$ cat config.mk
export PLATFORM = sky130hd
export DESIGN_NAME = cas_debouncer
export DESIGN_NICKNAME = d
export VERILOG_FILES = /design/src/rtl/cas_db_pkg.sv /design/src/rtl/cas_db_loss_timer.sv /design/src/rtl/cas_db_chan.sv /design/src/rtl/cas_debouncer.sv
export SDC_FILE = /design/constraint.sdc
export NUM_CORES = 1
export LEC_CHECK = 0
export ABC_CLOCK_PERIOD_IN_PS = 2700
export BUFFER_PORTS_ARGS = -buffer_cell sky130_fd_sc_hd__buf_2
export CORE_UTILIZATION = 30
export DETAILED_ROUTE_END_ITERATION = 7
export GPL_TIMING_DRIVEN = 0
export PLACE_DENSITY = 0.44
export SLEW_MARGIN = 30
export SYNTH_ARGS = -nofsm -noshare
export SYNTH_HDL_FRONTEND = slang
export SYNTH_HIERARCHICAL = 1
export SYNTH_SLANG_ARGS = --single-unit
export TNS_END_PERCENT = 100
$ cat constraint.sdc
create_clock -name clk -period 2.7 [get_ports clk]
set_input_delay 0.27 -clock clk [delete_from_list [all_inputs] [get_ports clk]]
set_output_delay 0.27 -clock clk [all_outputs]
set_load 0.03 [all_outputs]
$ cat src/rtl/cas_db_pkg.sv
package cas_db_pkg;

  // Saturating increment used by the stability and loss counters.
  function automatic logic [7:0] sat_inc(input logic [7:0] v, input logic [7:0] lim);
    return (v >= lim) ? lim : v + 8'd1;
  endfunction

  // True when a candidate has sat unchanged for the full settle count.
  function automatic logic settled(input logic [7:0] cnt, input logic [7:0] lim);
    return cnt == lim;
  endfunction

endpackage

$ cat src/rtl/cas_db_loss_timer.sv
module cas_db_loss_timer
  import cas_db_pkg::*;
#(
  parameter int unsigned HOLD_TICKS = 3
) (
  input  logic clk,
  input  logic rst_n,
  input  logic tick,
  input  logic sync_ok,
  output logic hold_expired
);
  localparam int unsigned LW = $clog2(HOLD_TICKS + 1);

  logic [LW-1:0] lost_q;

  always_ff @(posedge clk) begin
    if (!rst_n || sync_ok) lost_q <= '0;
    else if (tick)         lost_q <= LW'(sat_inc(8'(lost_q), 8'(HOLD_TICKS)));
  end

  assign hold_expired = settled(8'(lost_q), 8'(HOLD_TICKS));

  // the loss interval cannot expire while sync is present
  a_r6_no_expiry_in_sync: assert property (@(posedge clk) disable iff (!rst_n)
    $past(sync_ok) |-> !hold_expired);

endmodule

$ cat src/rtl/cas_db_chan.sv
module cas_db_chan
  import cas_db_pkg::*;
#(
  parameter int unsigned NIB_W        = 4,
  parameter int unsigned STABLE_TICKS = 3
) (
  input  logic             clk,
  input  logic             rst_n,
  input  logic             hit,
  input  logic [NIB_W-1:0] nib,
  input  logic             tick,
  input  logic             deb_en,
  input  logic             sync_ok,
  input  logic             clr_valid,
  output logic [NIB_W-1:0] acc_o,
  output logic             valid_o
);
  localparam int unsigned CW = $clog2(STABLE_TICKS + 1);

  logic [NIB_W-1:0] cand_q, acc_q;
  logic [CW-1:0]    cnt_q;
  logic             valid_q;

  // Named internal events
  logic bypass_ld, changed, advance, accept;
  assign bypass_ld = hit && !deb_en;
  assign changed   = hit && deb_en && (nib != cand_q);
  assign advance   = tick && deb_en && !changed;
  assign accept    = advance && sync_ok && settled(8'(cnt_q), 8'(STABLE_TICKS));

  always_ff @(posedge clk) begin
    if (!rst_n) begin
      cand_q  <= '0;
      acc_q   <= '0;
      cnt_q   <= '0;
      valid_q <= 1'b0;
    end else begin
      if (bypass_ld || changed) begin
        cand_q <= nib;
        cnt_q  <= '0;
      end else if (advance) begin
        cnt_q <= CW'(sat_inc(8'(cnt_q), 8'(STABLE_TICKS)));
      end
      if (bypass_ld && sync_ok) begin
        acc_q   <= nib;
        valid_q <= 1'b1;
      end else if (accept) begin
        acc_q   <= cand_q;
        valid_q <= 1'b1;
      end else if (clr_valid) begin
        valid_q <= 1'b0;
      end
    end
  end

  assign acc_o   = acc_q;
  assign valid_o = valid_q;

  // in debounce mode the accepted value moves only on a tick over a settled candidate
  a_r4_accept_after_settle: assert property (@(posedge clk) disable iff (!rst_n)
    ($past(deb_en) && (acc_q != $past(acc_q))) |-> $past(tick && (cnt_q == CW'(STABLE_TICKS))));

  // accepted value frozen while unsynchronized
  a_r8_frozen_unsynced: assert property (@(posedge clk) disable iff (!rst_n)
    $past(!sync_ok) |-> $stable(acc_q));

  // valid only rises while synchronized
  a_r9_valid_needs_sync: assert property (@(posedge clk) disable iff (!rst_n)
    $rose(valid_q) |-> $past(sync_ok));

endmodule

$ cat src/rtl/cas_debouncer.sv
module cas_debouncer
  import cas_db_pkg::*;
#(
  parameter int unsigned NUM_CH       = 30,
  parameter int unsigned CH_W         = 5,
  parameter int unsigned NIB_W        = 4,
  parameter int unsigned STABLE_TICKS = 3,
  parameter int unsigned HOLD_TICKS   = 3
) (
  input  logic             clk,
  input  logic             rst_n,
  input  logic             wr_en,
  input  logic [CH_W-1:0]  wr_ch,
  input  logic [NIB_W-1:0] wr_nib,
  input  logic             tick,
  input  logic             deb_en,
  input  logic             sync_ok,
  input  logic [CH_W-1:0]  rd_ch,
  output logic [NIB_W-1:0] rd_nib,
  output logic             rd_valid
);
  logic             hold_expired;
  logic             clr_valid;
  logic [NIB_W-1:0] acc_arr [NUM_CH];
  logic [NUM_CH-1:0] valid_vec;

  cas_db_loss_timer #(.HOLD_TICKS(HOLD_TICKS)) u_loss (
    .clk         (clk),
    .rst_n       (rst_n),
    .tick        (tick),
    .sync_ok     (sync_ok),
    .hold_expired(hold_expired)
  );

  assign clr_valid = !sync_ok && (!deb_en || hold_expired);

  for (genvar g = 0; g < NUM_CH; g++) begin : g_ch
    logic hit;
    assign hit = wr_en && (wr_ch == CH_W'(g + 1));
    cas_db_chan #(.NIB_W(NIB_W), .STABLE_TICKS(STABLE_TICKS)) u_chan (
      .clk      (clk),
      .rst_n    (rst_n),
      .hit      (hit),
      .nib      (wr_nib),
      .tick     (tick),
      .deb_en   (deb_en),
      .sync_ok  (sync_ok),
      .clr_valid(clr_valid),
      .acc_o    (acc_arr[g]),
      .valid_o  (valid_vec[g])
    );
  end

  always_comb begin
    rd_nib   = '0;
    rd_valid = 1'b0;
    for (int i = 0; i < NUM_CH; i++) begin
      if (rd_ch == CH_W'(i + 1)) begin
        rd_nib   = acc_arr[i];
        rd_valid = valid_vec[i];
      end
    end
  end

  // once the hold interval has run out, no channel stays valid
  a_r6_hold_clears_all: assert property (@(posedge clk) disable iff (!rst_n)
    (!sync_ok && hold_expired) |=> (valid_vec == '0));

  // bypass mode drops all flags on the clock after sync loss
  a_r7_bypass_loss_clears: assert property (@(posedge clk) disable iff (!rst_n)
    (!sync_ok && !deb_en) |=> (valid_vec == '0));

endmodule

* Yosys cells after proc, flatten, opt, wreduce, memory -nomap -nowiden
Index checks and enable logic that the tools add are counted.
** Word-level totals
- Memory bits (read-only) :: 0
- Latch bits :: 0
- Memory bits (writable) :: 0
- Output and inout bits :: 5
- Input port bits :: 20
- Bits in registers :: 332
- Memories kept :: 0
- Word-level logic and storage cells :: 914
** Operators by class
- Muxes and demuxes :: 212
- Bitwise operators :: 1
- Reduce and logical (&&, ||, !) cells :: 397
- Eq/ne operators :: 121
- Magnitude comparators :: 31
- Add/subtract/negate cells :: 31
- Divide/modulo/power cells :: 0
- Shift operators :: 0
- $mul :: 0
** Operators by type and width (count)
- 2-to-1 mux 4 bit :: 90
- logical AND 1 bit :: 242
- equality test 5 bit, second input constant :: 30
- != test 4 bit :: 30
- 2-to-1 mux 1 bit :: 91
- nonzero test 3 bit :: 30
- equality test 5 x 4 -> 1 bit, second input constant :: 16
- adder 2 x 1 -> 2 bit, second input constant :: 31
- equality test 2 bit, second input constant :: 31
- greater-or-equal comparator 2 bit, second input constant :: 31
- 2-to-1 mux 2 bit :: 31
- nonzero test 2 bit :: 30
- OR reduction 2 bit :: 30
- equality test 5 x 3 -> 1 bit, second input constant :: 8
- zero test 1 bit :: 33
- logical OR 1 bit :: 32
- equality test 5 x 2 -> 1 bit, second input constant :: 4
- equality test 5 x 1 -> 1 bit, second input constant :: 2
- NOT 1 bit :: 1

* Depth between registers and ports, before layout
- Depth in word-level cells :: 31
- Mapped depth :: 9

* Cells and area by module
The synthesis kept the hierarchy.
** By module, submodules not included
- cas_db_chan :: sequential area each 220.2 um^2, area each 576.8 um^2, cells each 58, instances 30
- cas_debouncer :: sequential area each 0.0 um^2, area each 2302.2 um^2, cells each 391, instances 1
- cas_db_loss_timer :: sequential area each 40.0 um^2, area each 85.1 um^2, cells each 9, instances 1

* Worst setup path before layout
Ideal clock, no wire load.
- Path kind :: flip-flop to flip-flop
- Start point :: register u_loss.lost_q[0]
- End point :: register g_ch[0].u_chan.valid_q
- Setup time :: 115 ps
- Cell stages (with the launch flop) :: 6
- Setup slack :: 616 ps
- Period minus slack after synthesis :: 2084 ps
- Arrival :: 1969 ps
- Path buffers :: 0
- Path through :: dfxtp_1 > and2_2 > inv_1 > a21oi_1 > o221ai_1 > and2_1
** Between the ends
- Longest elaborated chain between the ends :: 4
** RTL lines
- start, declared :: line cas_db_loss_timer.sv:14 : logic [LW-1:0] lost_q;
- start signal, assigned :: line cas_db_loss_timer.sv:18 : else if (tick) lost_q <= LW'(sat_inc(8'(lost_q), 8'(HOLD_TICKS)));
- equality test 2 bit :: line cas_db_pkg.sv:10 : return cnt == lim;
- via hold_expired :: line cas_debouncer.sv:22 : logic hold_expired;
- logical OR 1 bit :: line cas_debouncer.sv:35 : assign clr_valid = !sync_ok && (!deb_en || hold_expired);
- logical AND 1 bit :: line cas_debouncer.sv:35
- via clr_valid :: line cas_debouncer.sv:23 : logic clr_valid;
- nonzero test 3 bit (no source line)
- end signal, assigned :: line cas_db_chan.sv:36 : valid_q <= 1'b0;
- end signal, assigned :: line cas_db_chan.sv:46 : valid_q <= 1'b1;
- end signal, assigned :: line cas_db_chan.sv:49 : valid_q <= 1'b1;
- end, declared :: line cas_db_chan.sv:22 : logic valid_q;
The timed path passes the listed nets, and every way through them passes these cells.
A chain may end at the register's enable or synchronous reset.

* Worst setup path in the final report
- Start point :: input rd_ch[1]
- End point :: output rd_nib[1]
** Between the ends
- Longest elaborated chain between the ends :: 31
- Elaborated cells on any way between the ends :: 60
** RTL lines
- start, declared :: line cas_debouncer.sv:18 : input logic [CH_W-1:0] rd_ch,
- equality test 5 x 1 -> 1 bit :: line cas_debouncer.sv:58 : if (rd_ch == CH_W'(i + 1)) begin
- 2-to-1 mux 4 bit (29 in a row) :: line cas_debouncer.sv:58
- 2-to-1 mux 4 bit * :: line cas_debouncer.sv:58
- end, declared :: line cas_debouncer.sv:19 : output logic [NIB_W-1:0] rd_nib,
Every way passes the cells marked *; elsewhere a longest branch is shown, timed or not.

==> flow_metrics.tcl <==
set metrics [dict create \
    required_ps 2430 \
    wl_per_cell_um 22.1 \
    hold_violations 0 \
    clk_pin_slew_ps 50 \
    r2r-end "g_ch[15].u_chan/cnt_q[0]$_SDFFE_PP0P_" \
    die_w_um 258 \
    yosysMostFrequentCell "dfxtp_1" \
    htreeDepth 2 \
    crit_slowest_cell "buf_2" \
    cts_num_sinks 332 \
    powerDensity_nw_per_um2 537 \
    track_usage 0.201 \
    finalWirelength_mm 68.4 \
    antenna_found_initial 1 \
    fillers 6737 \
    synth_edf_count 0 \
    crit_family "buffers and inverters" \
    final.setup.tns_ps -0.964 \
    worstSetupPathType "input port to output pin" \
    die_h_um 258 \
    min_period_over_period 1.00 \
    report.final.setup_viol 1 \
    max_stage_delay_ps 330 \
    path_buf_inv 5 \
    swShare 0.265 \
    clock_latency_ps 580 \
    vias 17500 \
    ys_seq_elements 332 \
    syn_avg_cell_area_sq_um 9.20 \
    r2r_slack_ps 1080 \
    p_comb_frac 0.110 \
    crit_fanout 10 \
    drc 0 \
    max_freq_mhz 370 \
    power.internal_w 0.00899 \
    rr_worst_depth 4 \
    fin_util 0.352 \
    cts_tree "built" \
    ir_worst_vdd_uv 312 \
    port_buffers 24 \
    critical_path.cell_chain "buf_2, buf_6, buf_6, buf_2, o21ai_0, o21a_1, o31ai_1, nand4_1, nand3_1, buf_2" \
    first_pass_iters 6 \
    hold_end "g_ch[21].u_chan/cand_q[2]$_SDFFE_PN0P_" \
    fin_crit_ps 2700 \
    postCtsHoldBufs 0 \
    syn_nets 2160 \
    drive_above_1_share 0.142 \
    dp_cells 3029 \
    grt_max_degree 52 \
    slew_violations 0 \
    min_path_cells 3 \
    yosysSeqAreaShare 0.338 \
    p_total_w 0.0122 \
    endpoint_kind "output pin" \
    start_util 0.304 \
    cts_buffers 43 \
    syn_area_sq_um 19700 \
    via_per_inst 5.65 \
    synth_top_cell_by_area "dfxtp_1" \
    worst_slack_ps -0.964 \
    synth-main-ff-cell "dfxtp_1" \
    status "complete, but fails checks" \
    hold_path_class "input port to flop" \
    synthTopCellsByArea "dfxtp_1 (34%), mux2i_1 (6.7%), a31oi_1 (5.0%), nor2b_1 (4.2%), o41ai_4 (4.2%)" \
    violations "setup timing" \
    place.gp.congestion 0.925 \
    final_cells 3103 \
    area.growth.synth_to_final_pct 15.7 \
    grt_pass1_vias 17300 \
    crit_path_start "rd_ch[1]" \
    max_slew_margin 0.297 \
    synth_cell_types 77 \
    tightest_slew_ps 1060 \
    power_frac_clock 0.478 \
    reg2reg_from "g_ch[15].u_chan/cand_q[0]$_SDFFE_PN0P_" \
    p_sw_w 0.00324 \
    overflow 0 \
    io_pins 25 \
    grt_pass1_wl_mm 105 \
    drtIter0Drc 1309 \
    drv_cap 0 \
    root_buffer "clkbuf_16" \
    crit_top_cell "buf_2" \
    ctsLongestPathBuffers 3 \
    placed_cell_area_sq_um 21200 \
    ys_async_sr_fraction 0 \
    design_area_sq_um 22800 \
    synthTopCellsByCount "dfxtp_1 (332), a31oi_1 (156), o21ai_0 (156), nor2b_1 (132), mux2i_1 (131)" \
    rsz0062_at_grt "yes" \
    worstPathArrival_ps 2430 \
    finClkSkew_ps 20.3 \
    syn_inst 2140 \
    min_from "wr_nib[2]" \
    synth_top_area_share 0.338 \
    seq_power_share 0.412 \
    fin_nets 2238 \
    core_sq_um 64700 \
    yosysWarnings 6 \
    dieArea_sq_um 66700 \
    p_leak_nw 7.19 \
    detail-route-antenna-nets 0 \
    critPathLaunchType "input port" \
    rows 93 \
    dp_hpwl_mm 46.7 \
]
cells by family (layout without fill, tap and decap cells):
group	Yosys count	after routing	synth area share
compound gates	699	699	0.259
buf+inv	166	273	0.0339
flops	332	332	0.338
other cells	0	1	0
simple gates	685	685	0.233
mux	138	138	0.0712
xor+xnor	120	120	0.0648
placed cells by master (no fill, tap or decap), drive strengths merged, types with 63 or more instances in the layout:
cell type and count:
a21oi 63, a31oi 156, mux2i 131, dfxtp 332, o21ai 280, nand4 124, nor2 63, xor2 120
clkbuf 170, nor2b 132
metal layers:
layer,up-vias,track usage,routed length [um]
li1,8353,-,-
met1,8581,0.273,32100
met2,465,0.323,30900
met3,132,0.0294,3270
met4,0,0.0712,2170
met5,-,0,0
through the flow:
stage          worst slack (ps)  hold slack (ps)
6_report                 -0.964              231
5_1_grt                   -32.9              238
4_1_cts                    1.47              219
3_5_place_dp               -338              470
3_3_place_gp              -3080              471
2_1_floorplan               616              408
timing repair:
| action | 4_1_cts | 5_1_grt |
|---|---|---|
| gates cloned | 0 | 0 |
| gates resized for setup | 28 | 26 |
| pin swaps | 2 | 8 |
| setup buffers | 0 | 1 |
| setup endpoints to repair | 5 | 5 |
layout make-up:
cell class,instances,area (sq um),share of cell area
well taps,855,1070,0.0470
clock inverters,9,135,0.00593
diodes,1,2.50,0.000110
flip-flops and latches,332,6650,0.292
inverters,39,146,0.00643
plain buffers,125,558,0.0245
multi-input cells,1642,12500,0.549
repair buffers,35,418,0.0183
clock buffers,65,1300,0.0571
state kept, by name, indices dropped and copies added (netlist names):
signal,count
g_ch.u_chan/cand_q,120
g_ch.u_chan/acc_o,120
u_loss/lost_q,2
g_ch.u_chan/cnt_q,60
g_ch.u_chan/valid_o,30
power groups by stage:
stage / registers (W) / clock network [W] / logic (W)
2_1_floorplan: 0.00512 / 0 / 0.000772
3_3_place_gp: 0.00514 / 0 / 0.00125
3_5_place_dp: 0.00514 / 0 / 0.00131
4_1_cts: 0.00504 / 0.00605 / 0.00132
5_1_grt: 0.00505 / 0.00623 / 0.00144
6_report: 0.00504 / 0.00585 / 0.00134
tightest hold or removal path: stages:
cell	delay, ps
buf_8	190
mux2i_1	190
nor2b_1	60
how the worst max path moves through the flow:
stage                                          endpoint  slack [ps]  cells past startpoint
global route                                   rd_valid         -30                      9
CTS                                            rd_valid           1                     11
floorplan           g_ch[0].u_chan/valid_o$_SDFFE_PN0P_         620                      5
global placement    g_ch[1].u_chan/valid_o$_SDFFE_PN0P_       -3080                      4
detailed placement                             rd_valid        -340                     11
finish                                        rd_nib[1]          -1                     10
Power figures use the tool's default switching activity.
